--- src/rtl/wdog_pkg.sv ---
package wdog_pkg;

  typedef enum logic [1:0] {
    CAUSE_NONE    = 2'b00,
    CAUSE_TIMEOUT = 2'b01,
    CAUSE_KEY     = 2'b10,
    CAUSE_WINDOW  = 2'b11
  } cause_e;

  typedef struct packed {
    logic       wait_frz;
    logic       stop_run;
    logic       win_en;
    logic [2:0] rate;
  } ctrl_t;

  localparam logic [7:0] KEY_FIRST  = 8'h55;
  localparam logic [7:0] KEY_SECOND = 8'hAA;
  localparam int unsigned MAX_EXTRA = 10;

  // extra doublings on top of the base stage for each rate code
  function automatic int unsigned rate_extra(input logic [2:0] r);
    case (r)
      3'd2:    return 2;
      3'd3:    return 4;
      3'd4:    return 6;
      3'd5:    return 8;
      3'd6:    return 9;
      3'd7:    return 10;
      default: return 0;
    endcase
  endfunction

endpackage

--- src/rtl/wdog_ctrl.sv ---
module wdog_ctrl
  import wdog_pkg::*;
(
  input  logic       clk,
  input  logic       rst_n,
  input  logic       ctrl_wr,
  input  logic [7:0] wr_data,
  input  logic       stop_mode,
  input  logic       wait_mode,
  output ctrl_t      ctrl,
  output logic       tick_en
);

  ctrl_t ctrl_q, ctrl_d;

  always_comb begin
    ctrl_d = ctrl_q;
    if (ctrl_wr) ctrl_d = ctrl_t'(wr_data[5:0]);
  end

  always_ff @(posedge clk or negedge rst_n) begin
    if (!rst_n) ctrl_q <= '0;
    else        ctrl_q <= ctrl_d;
  end

  logic stop_gate, wait_gate;
  always_comb begin
    stop_gate = stop_mode && !ctrl_q.stop_run;
    wait_gate = wait_mode && ctrl_q.wait_frz;
    tick_en   = (ctrl_q.rate != 3'd0) && !stop_gate && !wait_gate;
  end

  assign ctrl = ctrl_q;

endmodule

--- src/rtl/wdog_timer.sv ---
module wdog_timer
  import wdog_pkg::*;
#(
  parameter int unsigned BASE_LOG2 = 14
) (
  input  logic       clk,
  input  logic       rst_n,
  input  logic       tick_en,
  input  logic       restart,
  input  logic [2:0] rate,
  output logic       timeout,
  output logic       in_window
);

  localparam int unsigned CW = BASE_LOG2 + MAX_EXTRA + 1;

  int unsigned     sh;
  logic [CW-1:0]   lim_m1, win_start;
  logic [CW-1:0]   cnt_q, cnt_d;

  always_comb begin
    sh        = BASE_LOG2 + rate_extra(rate);
    lim_m1    = (CW'(1) << sh) - CW'(1);
    win_start = CW'(3) << (sh - 2);
  end

  always_comb begin
    timeout   = tick_en && (rate != 3'd0) && (cnt_q == lim_m1);
    in_window = cnt_q >= win_start;
  end

  always_comb begin
    cnt_d = cnt_q;
    if (restart)          cnt_d = '0;
    else if (tick_en) begin
      if (cnt_q >= lim_m1) cnt_d = '0;
      else                 cnt_d = cnt_q + CW'(1);
    end
  end

  always_ff @(posedge clk or negedge rst_n) begin
    if (!rst_n) cnt_q <= '0;
    else        cnt_q <= cnt_d;
  end

  // frozen clock leaves the count untouched
  p_frozen_count_r8: assert property (@(posedge clk) disable iff (!rst_n)
    (!tick_en && !restart) |=> $stable(cnt_q));

  // the count never leaves the selected period
  p_count_in_period_r2: assert property (@(posedge clk) disable iff (!rst_n)
    (cnt_q <= lim_m1) || $past(restart));

endmodule

--- src/rtl/wdog_keycheck.sv ---
module wdog_keycheck
  import wdog_pkg::*;
(
  input  logic       clk,
  input  logic       rst_n,
  input  logic       arm_wr,
  input  logic [7:0] wr_data,
  input  logic       enabled,
  input  logic       win_en,
  input  logic       in_window,
  input  logic       clear,
  output logic       service,
  output logic       bad_key,
  output logic       bad_window
);

  logic armed_q, armed_d;
  logic is_first, is_second;

  always_comb begin
    is_first   = (wr_data == KEY_FIRST);
    is_second  = (wr_data == KEY_SECOND);
    service    = 1'b0;
    bad_key    = 1'b0;
    bad_window = 1'b0;
    armed_d    = armed_q;
    if (arm_wr && enabled) begin
      if (!is_first && !is_second)   bad_key    = 1'b1;
      else if (win_en && !in_window) bad_window = 1'b1;
      else if (is_first)             armed_d    = 1'b1;
      else if (armed_q) begin
        service = 1'b1;
        armed_d = 1'b0;
      end else                       bad_key    = 1'b1;
    end
    if (clear || bad_key || bad_window) armed_d = 1'b0;
  end

  always_ff @(posedge clk or negedge rst_n) begin
    if (!rst_n) armed_q <= 1'b0;
    else        armed_q <= armed_d;
  end

  // completion only after an accepted first key
  p_service_after_first_r4: assert property (@(posedge clk) disable iff (!rst_n)
    service |-> armed_q);

  p_single_outcome_r6: assert property (@(posedge clk) disable iff (!rst_n)
    $onehot0({service, bad_key, bad_window}));

endmodule

--- src/rtl/wdog_keyseq.sv ---
module wdog_keyseq
  import wdog_pkg::*;
#(
  parameter int unsigned BASE_LOG2 = 14
) (
  input  logic       clk,
  input  logic       rst_n,
  input  logic       wr_en,
  input  logic       wr_sel,
  input  logic [7:0] wr_data,
  input  logic       stop_mode,
  input  logic       wait_mode,
  output logic       rst_req,
  output logic [1:0] rst_cause
);

  ctrl_t  ctrl;
  logic   tick_en, timeout, in_window;
  logic   service, bad_key, bad_window;
  logic   ctrl_wr, arm_wr, enabled, tmo_hit, restart, clear;
  logic   req_q, req_d;
  cause_e cause_q, cause_d;

  always_comb begin
    ctrl_wr = wr_en && !wr_sel;
    arm_wr  = wr_en && wr_sel;
    enabled = ctrl.rate != 3'd0;
    tmo_hit = timeout && !service;
    restart = ctrl_wr || service || bad_key || bad_window;
    clear   = ctrl_wr || tmo_hit;
  end

  wdog_ctrl u_ctrl (
    .clk(clk), .rst_n(rst_n), .ctrl_wr(ctrl_wr), .wr_data(wr_data),
    .stop_mode(stop_mode), .wait_mode(wait_mode),
    .ctrl(ctrl), .tick_en(tick_en)
  );

  wdog_timer #(.BASE_LOG2(BASE_LOG2)) u_timer (
    .clk(clk), .rst_n(rst_n), .tick_en(tick_en), .restart(restart),
    .rate(ctrl.rate), .timeout(timeout), .in_window(in_window)
  );

  wdog_keycheck u_key (
    .clk(clk), .rst_n(rst_n), .arm_wr(arm_wr), .wr_data(wr_data),
    .enabled(enabled), .win_en(ctrl.win_en), .in_window(in_window),
    .clear(clear), .service(service), .bad_key(bad_key),
    .bad_window(bad_window)
  );

  always_comb begin
    req_d   = tmo_hit || bad_key || bad_window;
    cause_d = cause_q;
    if (bad_key)         cause_d = CAUSE_KEY;
    else if (bad_window) cause_d = CAUSE_WINDOW;
    else if (tmo_hit)    cause_d = CAUSE_TIMEOUT;
  end

  always_ff @(posedge clk or negedge rst_n) begin
    if (!rst_n) begin
      req_q   <= 1'b0;
      cause_q <= CAUSE_NONE;
    end else begin
      req_q   <= req_d;
      cause_q <= cause_d;
    end
  end

  assign rst_req   = req_q;
  assign rst_cause = cause_q;

  p_disabled_quiet_r1: assert property (@(posedge clk) disable iff (!rst_n)
    !enabled |-> !(timeout || bad_key || bad_window));

  p_req_has_cause_r11: assert property (@(posedge clk) disable iff (!rst_n)
    rst_req |-> (rst_cause != CAUSE_NONE));

  p_cause_held_r11: assert property (@(posedge clk) disable iff (!rst_n)
    !(timeout || bad_key || bad_window) |=> $stable(rst_cause));

  p_window_needs_enable_r7: assert property (@(posedge clk) disable iff (!rst_n)
    bad_window |-> ctrl.win_en);

endmodule

--- config.mk ---
export PLATFORM = sky130hd
export DESIGN_NAME = wdog_keyseq
export DESIGN_NICKNAME = d
export VERILOG_FILES = /design/src/rtl/wdog_pkg.sv /design/src/rtl/wdog_ctrl.sv /design/src/rtl/wdog_timer.sv /design/src/rtl/wdog_keycheck.sv /design/src/rtl/wdog_keyseq.sv
export SDC_FILE = /design/constraint.sdc
export NUM_CORES = 1
export LEC_CHECK = 0
export BUFFER_PORTS_ARGS = -buffer_cell sky130_fd_sc_hd__buf_4
export CELL_PAD_IN_SITES_DETAIL_PLACEMENT = 1
export CELL_PAD_IN_SITES_GLOBAL_PLACEMENT = 2
export CORE_UTILIZATION = 34
export DETAILED_ROUTE_END_ITERATION = 10
export PLACE_DENSITY_LB_ADDON = 0.3
export SYNTH_ARGS = -nofsm -noshare
export SYNTH_HDL_FRONTEND = slang
export SYNTH_SLANG_ARGS = --single-unit
--- constraint.sdc ---
create_clock -name clk -period 5.6 [get_ports clk]
set_input_delay 0.56 -clock clk [delete_from_list [all_inputs] [get_ports clk]]
set_output_delay 0.56 -clock clk [all_outputs]
set_load 0.01 [all_outputs]
After elaboration in Yosys (flattened, before gate mapping)
Cells that the tools add are included.
{"block": "totals", "inputBits": 14, "output_inout_bits": 3, "word_cells": 85, "register_bits": 35}
{"block": "op_classes", "n_eq_ne": 11, "n_reduce_logical": 33, "n_shift": 2, "add_sub_neg": 4, "muxes": 25, "order_cmp": 2}
{"op": "25-bit two-way mux", "count": 3}
{"op": "25-bit greater-or-equal comparator", "count": 2}
{"op": "1-bit by 32-bit left shift with 25-bit output, first input constant", "count": 1}
{"op": "2-bit by 32-bit left shift with 25-bit output, first input constant", "count": 1}
{"op": "32-bit by 2-bit subtractor with 32-bit output, second input constant", "count": 1}
{"op": "25-bit by 1-bit adder with 25-bit output, second input constant", "count": 1}
{"op": "25-bit == test", "count": 1}
{"op": "25-bit by 2-bit subtractor with 25-bit output, second input constant", "count": 1}
{"op": "4-bit one-hot mux with 6 select lines", "count": 1}
{"op": "1-bit two-way mux", "count": 18}
{"op": "3-bit == test, second input constant", "count": 4}
{"op": "1-bit logical AND", "count": 12}
{"op": "8-bit by 7-bit == test with 1-bit output, second input constant", "count": 1}
{"op": "8-bit == test, second input constant", "count": 1}
{"op": "1-bit zero test", "count": 8}
{"op": "1-bit logical OR", "count": 8}
{"op": "3-bit by 2-bit == test with 1-bit output, second input constant", "count": 2}
{"op": "2-bit two-way mux", "count": 3}
{"op": "3-bit nonzero test", "count": 2}
{"op": "4-bit by 4-bit adder with 5-bit output, first input constant", "count": 1}
{"op": "2-bit inequality test, second input constant", "count": 2}
{"op": "2-bit nonzero test", "count": 2}
{"op": "3-bit AND reduction", "count": 1}

Longest topological paths before layout
Gate-level depths: netlist of the first run.
{"block": "logic_depth", "ltp_word": 18, "ltp_mapped": 27, "depth_no_buf": 21}

By module
From an unflattened synthesis of the first run, not the netlist that was laid out.
{"block": "hier_totals", "cells_unflattened": 455, "hier_area_um2": 3693.5}
{"mod": "wdog_timer", "cells_per_inst": 406, "n_inst": 1, "seq_area_each_um2": 625.6, "area_per_inst_um2": 3110.5}
{"mod": "wdog_ctrl", "cells_per_inst": 17, "n_inst": 1, "seq_area_each_um2": 150.1, "area_per_inst_um2": 262.8}
{"mod": "wdog_keycheck", "cells_per_inst": 17, "n_inst": 1, "seq_area_each_um2": 25.0, "area_per_inst_um2": 170.2}
{"mod": "wdog_keyseq", "cells_per_inst": 15, "n_inst": 1, "seq_area_each_um2": 75.1, "area_per_inst_um2": 150.1}

Worst setup path after synthesis of the first run
No wires, ideal clock.
{"block": "synth_path", "kind": "reg2reg", "from": "register u_ctrl.ctrl_q, in the netlist u_ctrl.ctrl[2]", "to": "register u_timer.cnt_q[24]", "synth_period_minus_slack_ns": 5.896, "path_buffers": 3, "setup_slack_ns": -0.296, "stages_incl_launch_ff": 25, "arrival_ns": 5.814, "setup_time_ns": 0.082, "required_ns": 5.518, "cell_sequence": "dfrtp_1 -> clkbuf_1 -> and3b_1 -> a21oi_1 -> ha_1 -> a21bo_2 -> a221o_1 -> a211oi_2 -> clkbuf_1 -> nand3_1 -> ha_1 -> and3_1 -> clkbuf_1 -> nor3_1 -> a21oi_1 -> a2bb2oi_1 -> ha_1 -> a21o_1 -> a211o_1 -> o21ai_0 -> o211ai_1 -> or3_1 -> o32ai_4 -> or3b_1 -> a31oi_1"}
{"block": "synth_between", "elab_chain_cells": 15, "elab_cells_between_ends": 36, "cone_classes": "add/sub (3); order compare (2); eq/ne (6); shift (2); mux (13); reduce/logical (10)"}
{"element": "from (decl)", "line": "wdog_ctrl.sv:14", "rtl": "ctrl_t ctrl_q, ctrl_d;"}
{"element": "from (signal assigned)", "line": "wdog_ctrl.sv:23", "rtl": "else ctrl_q <= ctrl_d;"}
{"element": "3-bit == test / 3-bit by 2-bit == test with 1-bit output (equally long branches)", "line": "wdog_pkg.sv:23", "rtl": "case (r)"}
{"element": "4-bit one-hot mux with 6 select lines", "line": "wdog_pkg.sv:23"}
{"element": "4-bit by 4-bit adder with 5-bit output", "line": "wdog_timer.sv:22", "rtl": "sh = BASE_LOG2 + rate_extra(rate);"}
{"element": "32-bit by 2-bit subtractor with 32-bit output", "line": "wdog_timer.sv:24", "rtl": "win_start = CW'(3) << (sh - 2);"}
{"element": "2-bit by 32-bit left shift with 25-bit output", "line": "wdog_timer.sv:24"}
{"element": "25-bit greater-or-equal comparator", "line": "wdog_timer.sv:29", "rtl": "in_window = cnt_q >= win_start;"}
{"element": "1-bit zero test", "line": "wdog_keycheck.sv:29", "rtl": "else if (win_en && !in_window) bad_window = 1'b1;"}
{"element": "1-bit logical AND", "line": "wdog_keycheck.sv:29"}
{"element": "1-bit two-way mux", "line": "wdog_keycheck.sv:29"}
{"element": "1-bit two-way mux", "line": "wdog_keycheck.sv:28", "rtl": "if (!is_first && !is_second) bad_key = 1'b1;"}
{"element": "1-bit two-way mux", "line": "wdog_keycheck.sv:27", "rtl": "if (arm_wr && enabled) begin"}
{"element": "1-bit logical OR (3 in series)", "line": "wdog_keyseq.sv:29", "rtl": "restart = ctrl_wr || service || bad_key || bad_window;"}
{"element": "25-bit two-way mux / 2-bit nonzero test (equally long branches)"}
{"element": "to (signal assigned)", "line": "wdog_timer.sv:43", "rtl": "else cnt_q <= cnt_d;"}
{"element": "to (decl)", "line": "wdog_timer.sv:19", "rtl": "logic [CW-1:0] cnt_q, cnt_d;"}
Several ways; a longest one is shown, not always the timed one. The select of a mux whose other input is x is not followed.
A chain may end at the register's enable or synchronous reset.

Worst setup path after layout of the first run
Ends and elaborated chain as after synthesis.

==> results of run 1 <==
[flip-flops by register name, summed over array words and instances (netlist names)]
register / cells
u_timer.cnt_q: 25
rst_cause: 2
rst_req: 1
u_ctrl.ctrl: 6
u_key.armed_q: 1
[where the power goes]
group,internal (mW),switching (mW)
clock,0.178,0.106
sequential,0.271,0.0389
combinational,0.231,0.353
[cell usage in the layout, fill, tap and decap left out, drive strengths merged, types with 3 or more instances in the layout]
cell type	netlist	routed
nor2b	4	4
a21o	5	5
dfrtp	35	35
a21oi	21	21
nand4	13	13
ha	42	42
and2	6	6
a21boi	3	3
clkbuf	22	5
a22oi	3	3
o21ai	21	21
a221o	3	3
inv	14	14
and4	5	5
nor2	45	45
nand2	80	80
a31oi	21	21
a32oi	3	3
or2	4	4
mux2	6	6
nand3b	8	8
xnor2	3	3
xor2	3	3
o211ai	3	3
a211oi	3	3
and3	7	7
nor4bb	3	3
buf	9	35
nor3	8	8
o21a	3	3
nand3	33	33
[critical path: cells and delay by family (launching register included)]
kind / cells / cell delay, ns
DFF: 1 / 0.43
adders and majority gates: 3 / 0.70
and+or+nand+nor: 6 / 1.55
buffers and inverters: 1 / 0.17
AOI/OAI and AO/OA: 12 / 2.31
[through the flow]
step,hold WS [ns],area [sq um],util [%],setup WS (ns),cells
after global routing,0.240,4060,39.5,0.0270,619
after detailed placement,0.506,3870,37.6,0.0994,608
final,0.209,4060,39.5,0.347,619
after CTS,0.222,4000,38.9,0.0774,616
after global placement,0.488,3870,37.6,0.353,608
after floorplan,0.264,3590,-,0.0443,471
[cells by family after synthesis]
group	share of synthesized area (%)
AND/OR/NAND/NOR	30.2
buffers and inverters	5.11
XOR/XNOR	1.47
other	0.105
adder cells (fa/ha/maj)	14.7
multiplexers	2.17
AO/OA/AOI/OAI	21.8
flip-flops	24.5
[worst paths after layout]
path                                            endpoint  depth (start not counted)  slack (ns)
setup / recovery           u_timer.cnt_q[24]$_DFFE_PN0P_                         22        0.35
min in group clk              u_ctrl.ctrl[5]$_DFFE_PN0P_                          2        0.50
setup reg to reg           u_timer.cnt_q[24]$_DFFE_PN0P_                         22        0.35
max in group asynchronous  u_timer.cnt_q[12]$_DFFE_PN0P_                          1        5.03
hold reg to reg               u_ctrl.ctrl[5]$_DFFE_PN0P_                          1        0.52
hold / removal                u_ctrl.ctrl[2]$_DFFE_PN0P_                          1        0.21
[layout make-up]
cell class / count / area share [%]
inverter: 14 / 1.30
timing repair buffer: 35 / 6.85
tap: 136 / 4.19
clock inverter: 3 / 1.67
sequential: 35 / 21.6
clock buffer: 5 / 1.70
multi-input combinational: 391 / 62.7
[layer usage]
metal	GRT usage, %	up-vias	wire, um
met1	29.5	1745	5590
met5	0	-	0
met2	34.1	20	5260
met4	4.80	0	94
li1	-	1736	-
met3	2.81	7	238
[timing repair]
action,CTS,global route
setup buffers,0,3
endpoints found under the setup margin,0,23
resized for setup,0,10
==> metrics list, run 1 <==
- The number of antenna violations at the first check in global routing came to 0.
- Ratio of cells with drive above 1 in the final layout: between 10% and 20%
- For the worst-skew pair, the clock arrives at the later sink with an insertion delay of around 0.3 ns.
- Count of port buffers added during placement: 16
* Post-Route WL: approximately 11000 um
- Final period util: a little over nine tenths
- Relative to the synthesized area, the layout overhead comes to 13.4%.
- Root Buffer: sky130_fd_sc_hd__clkbuf_8
- Number of pins exceeding their max-slew limit in the final report: 0
- Area of the mapped netlist: about 3600 sq um
* Maximum number of pins on one net before global-route repair: 36
- Power, Total: ~1.2 mW
- Critical path peak fanout: 6
- Among all flip-flop cells after synthesis, the most frequent one is sky130_fd_sc_hd__dfrtp_1.
- After synthesis the netlist holds a flip-flop and latch count of 35.
- Worst min-delay path class: in -> async
* Share of flip-flops with an asynchronous set or reset: 100%
- Setup skew after layout: ~0.0058 ns
- Total gr overflow: 0
* Floorplan Core Area: ~10000 sq um
- GRT Resource Usage Total: roughly a fifth
* Slew Limit Headroom: 65.7%
* Final Wtd Congestion: roughly 0.78
* Measured slew at the worst slew-check pin: between 0.5 and 0.6 ns
- The clock net in this run drives a total of 35 sinks.
* Area share of the leading cell type in the synthesized netlist: 24.5%
- Detailed-route DRC error count: 0
- Post-synthesis net count: 527
- Start point of the critical path: u_ctrl.ctrl[2]$_DFFE_PN0P_
* Number of detailed-route iterations in the first pass: 4
- Htree depth: 2
- The number of global-route vias before repair was 3504.
* Cells after synthesis: ~470
- Number of setup violations in the final report: 0
- The worst-case IR drop observed on VDD is 0.154 mV.
* Number of enable flip-flop cells after synthesis: 0
* Height of the chip: between 100 and 150 um
- In this run the count of I/O pins placed on the die edge is 17.
- The floorplan step defined a die boundary enclosing 10900 sq um.
* Final critical path time including I/O delays and setup: 5.25 ns
- Summed over all failing endpoints, the final setup total negative slack is 0 ns.
* Post-synth cell types: just over 60
- Slowest-stage cell, CP: sky130_fd_sc_hd__dfrtp_1
- Sum of net half-perimeters after detailed placement: around 8300 um
- Horizontal die dimension: between 100 and 150 um
- The initial utilization of the core area, before any placement, comes to a little over a third.
- During synthesis, Yosys emitted a total of 0 warnings.
- Vias per std cell: around 5.7
- Syn avg cell area: roughly 7.6 sq um
- Data on the critical path is required at its endpoint by between 5 and 6 ns.
- After clock tree synthesis, the clock-pin slew on the worst setup and hold paths is about 0.080 ns.
* Crit path capture type: flip-flop
- Summed over all cells, the static leakage comes to 1.77 nW.
- Walking the worst path, the cells encountered are and3b_2, a21oi_2, buf_4, ha_1, a21bo_2, a221o_1, a211oi_2, nand3_1, ha_1, and3_2, nor3_1, a21oi_1, a2bb2oi_1, ha_1, a21o_1, a211o_1, o21ai_1, o211ai_1, or3_1, o32ai_4, or3b_1, a31oi_1.
- Ranked by instance count, the synthesized netlist is headed by sky130_fd_sc_hd__nand2_1 (80), sky130_fd_sc_hd__nor2_1 (45), sky130_fd_sc_hd__ha_1 (42), sky130_fd_sc_hd__dfrtp_1 (35), sky130_fd_sc_hd__nand3_1 (33).
- The number of antenna diodes in the final layout is 0.
- Post-detailed-route count of antenna-violating nets: 0
- Clock buffers created by TritonCTS: 5
- Worst reg2reg startpoint: u_ctrl.ctrl[2]$_DFFE_PN0P_
- Setup repair after global routing missed its margin: false
- Net count reported at finish: 538
* Launching element type of the critical path: flip-flop
- In this run the core area contains 37 standard-cell rows.
- Combined area of the multi-input logic cells: around 2500 sq um
- CTS tree: done
* Footprint of the flip-flops and latches: roughly 880 sq um
- Counting along the longest clock path gives a buffer depth of 2.
- Power spread over the standard cell area amounts to 291 nW/um^2.
- Hold violation count in the final report: 0
- After the first detailed-routing iteration, the DRC count stood at about 140.
- WL per Instance: between 15 and 20 um
* Max Freq: about 0.19 GHz
- Area contributors post-synth: sky130_fd_sc_hd__dfrtp_1 (24%), sky130_fd_sc_hd__ha_1 (15%), sky130_fd_sc_hd__nand2_1 (8.4%), sky130_fd_sc_hd__nor2_1 (4.7%), sky130_fd_sc_hd__nand3_1 (4.6%)
- Total of fill cells in the finished design: roughly 1300
- Among the stages of the critical path, the cell type that occurs most often is sky130_fd_sc_hd__ha_1.
- Of all cell types, the one taking the most synthesized area is sky130_fd_sc_hd__dfrtp_1.
- After synthesis, flip-flops and latches occupy 24.5% of the total area.
* Count of max-cap constraint violations: 0
- By startpoint and endpoint, the worst setup path is classified as reg -> reg.
* Number of vias after detailed routing: about 3500
* Hold-fix buffer count after cts: 0
- Most frequent cell after synthesis: sky130_fd_sc_hd__nand2_1
- CP arrival: roughly 5.5 ns
- Outcome: finished clean
* Delay of the slowest critical-path stage: about 0.43 ns
- The first global-routing pass estimated 18300 um of wire.
Note: power is estimated with default switching activity, not from simulation.
==> run 2: changes to the inputs <==
--- a/config.mk
+++ b/config.mk
@@ -10,6 +10,7 @@
 export CELL_PAD_IN_SITES_GLOBAL_PLACEMENT = 2
 export CORE_UTILIZATION = 34
 export DETAILED_ROUTE_END_ITERATION = 10
+export GPL_TIMING_DRIVEN = 0
 export PLACE_DENSITY_LB_ADDON = 0.3
 export SYNTH_ARGS = -nofsm -noshare
 export SYNTH_HDL_FRONTEND = slang
==> run 2 against run 1 <==
Net effect:
- maximum frequency is 4.2% lower
- register-to-register slack worse by 0.23 ns
- first-iteration DRC count fell by 11%
- count of clock-buffer cells in the layout increased by 1
- final area rose by 4.6%
- non-clock buffer count grew 28
- die area is the same
==> metrics list, run 2 (synthesis gave the netlist of run 1 again) <==
- Register name with the most flops: u_timer.cnt_q
- The violation count after the first detailed-route iteration came to 125 (-11%).
* Final critical path time including I/O delays and setup: 5.48 ns (+0.230 ns)
- Combined area of the multi-input logic cells: 2610 sq um (+2.7%)
- Setup repair after global routing could not meet its margin everywhere.
- The headroom to the max-slew limit came to 48.5% (-17 points).
- The floorplan core area was 10300 sq um (unchanged).
- The number of buffers added by the clock tree synthesis step is 5 (unchanged).
- Required time worst endpoint: 5.83 ns (about the same)
* Worst min-delay path class: in -> async
- Delay of the slowest critical-path stage: 0.42 ns (about the same)
* Row cnt: 37 (unchanged)
- Ratio of cells with drive above 1 in the final layout: 16.8% (+2.8 points)
- The total inserted antenna cells came to 0 (unchanged).
- By instance count, the cell type seen most on the critical path is sky130_fd_sc_hd__ha_4.
* Cell family with most CP delay: compound AO/OA/AOI/OAI gates
* Horizontal die dimension: 105 um (unchanged)
- The die extent in y came to 105 um (unchanged).
- The flip-flop count of the largest register, all copies and words added is 25 (unchanged).
- The maximum clock rate came to 0.182 GHz (-4.2%).
- Number of vias after detailed routing: 3701 (+5.5%)
* Slowest-stage cell, CP: sky130_fd_sc_hd__dfrtp_1
- The detailed-route vias per instance came to 5.72 (+0.94%).
* Pwr/cell area: 276 nW/um^2 (-5.0%)
* Total gr overflow: 0 (unchanged)
- Setup skew after layout: 0.0109 ns (+0.00502 ns)
* Kind of critical path: reg -> reg
- Starting density of the core: 34.8% (unchanged)
* Clock latency of the later-clocked register in the worst-skew pair: 0.31 ns (about the same)
- Worst vdd ir: 0.101 mV (-34%)
- Number of global-route vias before repair: 3825 (+9.2%)
- Cell Chain, Critical Path: buf_4, and3b_2, a21oi_4, ha_4, a21bo_2, a221o_1, a211oi_4, clkbuf_8, nand3_4, ha_4, and3_4, nor3_4, a21oi_2, a2bb2oi_1, ha_1, a21o_1, a211o_1, o21ai_1, o211ai_1, or3_4, o32ai_4, buf_12, or3b_1, a31oi_1
- Area enclosed by the die boundary: 10900 sq um (unchanged)
* Hold violation count in the final report: 0 (unchanged)
* WL per Instance: 18.9 um (+4.7%)
- The transition time at the pin with the least slew margin came to 0.767 ns (+0.253 ns).
- Commonest cells after routing, fill and taps aside: sky130_fd_sc_hd__nand2_1 (80), sky130_fd_sc_hd__nor2_1 (44), sky130_fd_sc_hd__buf_4 (39)
- Post-detailed-route count of antenna-violating nets: 0 (unchanged)
- First-pass GRT wire length: 19800 um (+7.9%)
* Total of fill cells in the finished design: 1304 (-0.46%)
- The number of nets in the layout was 566 (+5.2%).
* # placed instances: 623 (+2.5%)
- Initial antenna violation count: 0 (unchanged)
* Final period util: 97.9% (+4.1 points)
- Number of pins exceeding their max-slew limit in the final report: 0 (unchanged)
- The HPWL after detailed placement came to 8970 um (+8.1%).
- The flow ran to the end, and the final reports show no timing, DRC or antenna violations.
* Layout overhead on the synthesized area: 18.6%
* Root Buffer: sky130_fd_sc_hd__clkbuf_8
* CTS tree: done
- The depth of the worst register-to-register path was 24 (+9.1%).
* Setup slack of the most critical reg-to-reg path: 0.12 ns (-0.23 ns)
* Combined buffer and inverter count along the critical path: 3 (+2)
- Final standard cell count with taps included and fillers excluded: 647 (+4.5%)
* Detailed-route DRC error count: 0 (unchanged)
- The largest net degree at the start of global routing came to 36 (unchanged).
- Post-Route WL: 12200 um (+9.4%)
* Power, Total: 1.17 mW (-0.65%)
- Core occupancy in the finished layout: 41.3% (+1.8 points)
* Worst reg2reg startpoint: u_ctrl.ctrl[0]$_DFFE_PN0P_
- Htree depth: 2 (unchanged)
* Count of max-cap constraint violations: 0 (unchanged)
- The final number of setup-violating endpoints is 0 (unchanged).
- Footprint of the flip-flops and latches: 877 sq um (unchanged)
* Count of port buffers added during placement: 16 (unchanged)
- The global placer's final weighted congestion is 0.775 (-1.2%).
- STA classifies the critical path endpoint as a flip-flop.
* Post-Route Setup TNS: 0 ns (unchanged)
- The maximum fanout encountered on the critical timing path came to 10 (+4).
- STA classifies the critical path startpoint as a flip-flop.
* CP arrival: 5.71 ns (+0.24 ns)
- The leakage component of the power came to 1.84 nW (+3.9%).
* GRT Resource Usage Total: 23.1% (+2.0 points)
* Number of detailed-route iterations in the first pass: 4 (unchanged)
- Hold-fix buffer count after cts: 0 (unchanged)
- The number of sinks handled by clock tree synthesis was 35 (unchanged).
- Final hold slack: 0.219 ns (+0.00946 ns)
- Clock slew at the register clock pins of the worst setup and hold paths: 0.08 ns (about the same)
- I/O pin count: 17 (unchanged)
- Most common library cell in the layout ignoring fill and taps: sky130_fd_sc_hd__nand2_1
- Maximum buffer depth of the clock tree: 2 (unchanged)
* FF-to-FF End: u_timer.cnt_q[20]$_DFFE_PN0P_
==> run 2: changes by cell type in the layout (fill, tap and decap cells not counted), sizes merged <==
cell / before / now
buf: 35 / 46
bufinv: 2 / 0
clkbuf: 5 / 23
clkinv: 0 / 1
==> run 2: worst max-delay path by stage <==
stage | start | to | slack, ns | cells past startpoint
after floorplan | u_ctrl.ctrl[1]$_DFFE_PN0P_ | u_timer.cnt_q[24]$_DFFE_PN0P_ | 0.04 | 25
after global placement | u_ctrl.ctrl[0]$_DFFE_PN0P_ | u_timer.cnt_q[4]$_DFFE_PN0P_ | -1.02 | 25
after detailed placement | u_ctrl.ctrl[0]$_DFFE_PN0P_ | u_timer.cnt_q[9]$_DFFE_PN0P_ | -1.10 | 25
after CTS | u_ctrl.ctrl[1]$_DFFE_PN0P_ | u_timer.cnt_q[20]$_DFFE_PN0P_ | 0.02 | 25
after global routing | u_ctrl.ctrl[2]$_DFFE_PN0P_ | u_timer.cnt_q[24]$_DFFE_PN0P_ | -0.09 | 24
final | u_ctrl.ctrl[0]$_DFFE_PN0P_ | u_timer.cnt_q[20]$_DFFE_PN0P_ | 0.12 | 24
==> run 2: final cells by class <==
type                            instances  share of cell area [%]
Multi-Input combinational cell        391                    61.6
Sequential cell                        35                    20.7
Timing Repair Buffer                   35                    6.49
Buffer                                 28                    4.01
Tap cell                              136                    4.01
Clock buffer                            6                    1.71
Inverter                               14                    1.24
Clock inverter                          2                   0.295
==> run 2: power breakdown <==
group	leakage [nW]	switching, mW	internal [mW]	total (mW)
logic	1.33	0.404	0.277	0.681
clock network	0.0412	0.108	0.0871	0.195
registers	0.465	0.0238	0.271	0.295
==> run 2: repair_timing <==
item                                    CTS  global route
buffers inserted                         10             9
pin swaps                                 4            12
resized for setup                        20            19
endpoints found under the setup margin   29            25
==> run 2: worst register-to-register path, stage by stage, from the launching register on <==
cell	delay, ns
sky130_fd_sc_hd__dfrtp_1	0.42
sky130_fd_sc_hd__buf_4	0.19
sky130_fd_sc_hd__and3b_2	0.25
sky130_fd_sc_hd__a21oi_4	0.17
sky130_fd_sc_hd__ha_4	0.15
sky130_fd_sc_hd__a21bo_2	0.21
sky130_fd_sc_hd__a221o_1	0.37
sky130_fd_sc_hd__a211oi_4	0.30
sky130_fd_sc_hd__clkbuf_8	0.19
sky130_fd_sc_hd__nand3_4	0.08
sky130_fd_sc_hd__ha_4	0.20
sky130_fd_sc_hd__and3_4	0.18
sky130_fd_sc_hd__nor3_4	0.18
sky130_fd_sc_hd__a21oi_2	0.05
sky130_fd_sc_hd__a2bb2oi_1	0.13
sky130_fd_sc_hd__ha_1	0.32
sky130_fd_sc_hd__a21o_1	0.17
sky130_fd_sc_hd__a211o_1	0.26
sky130_fd_sc_hd__o21ai_1	0.14
sky130_fd_sc_hd__o211ai_1	0.13
sky130_fd_sc_hd__or3_4	0.40
sky130_fd_sc_hd__o32ai_4	0.25
sky130_fd_sc_hd__buf_12	0.16
sky130_fd_sc_hd__or3b_1	0.35
sky130_fd_sc_hd__a31oi_1	0.16
==> run 2: routing by layer <==
layer	global-route usage (%)	vias to the layer above	share of wire (%)
met3	2.74	17	1.5
li1	-	1789	-
met5	0	-	0
met1	30.4	1867	48
met2	39.2	28	49
met4	7.14	0	1.9
==> run 2: stage by stage <==
| stage | setup WS [ns] | cell area (sq um) |
|---|---|---|
| floorplan | 0.0443 | 3590 |
| global placement | -1.02 | 3880 |
| detailed placement | -1.10 | 3880 |
| CTS | 0.0165 | 4110 |
| global route | -0.0920 | 4240 |
| finish | 0.116 | 4240 |
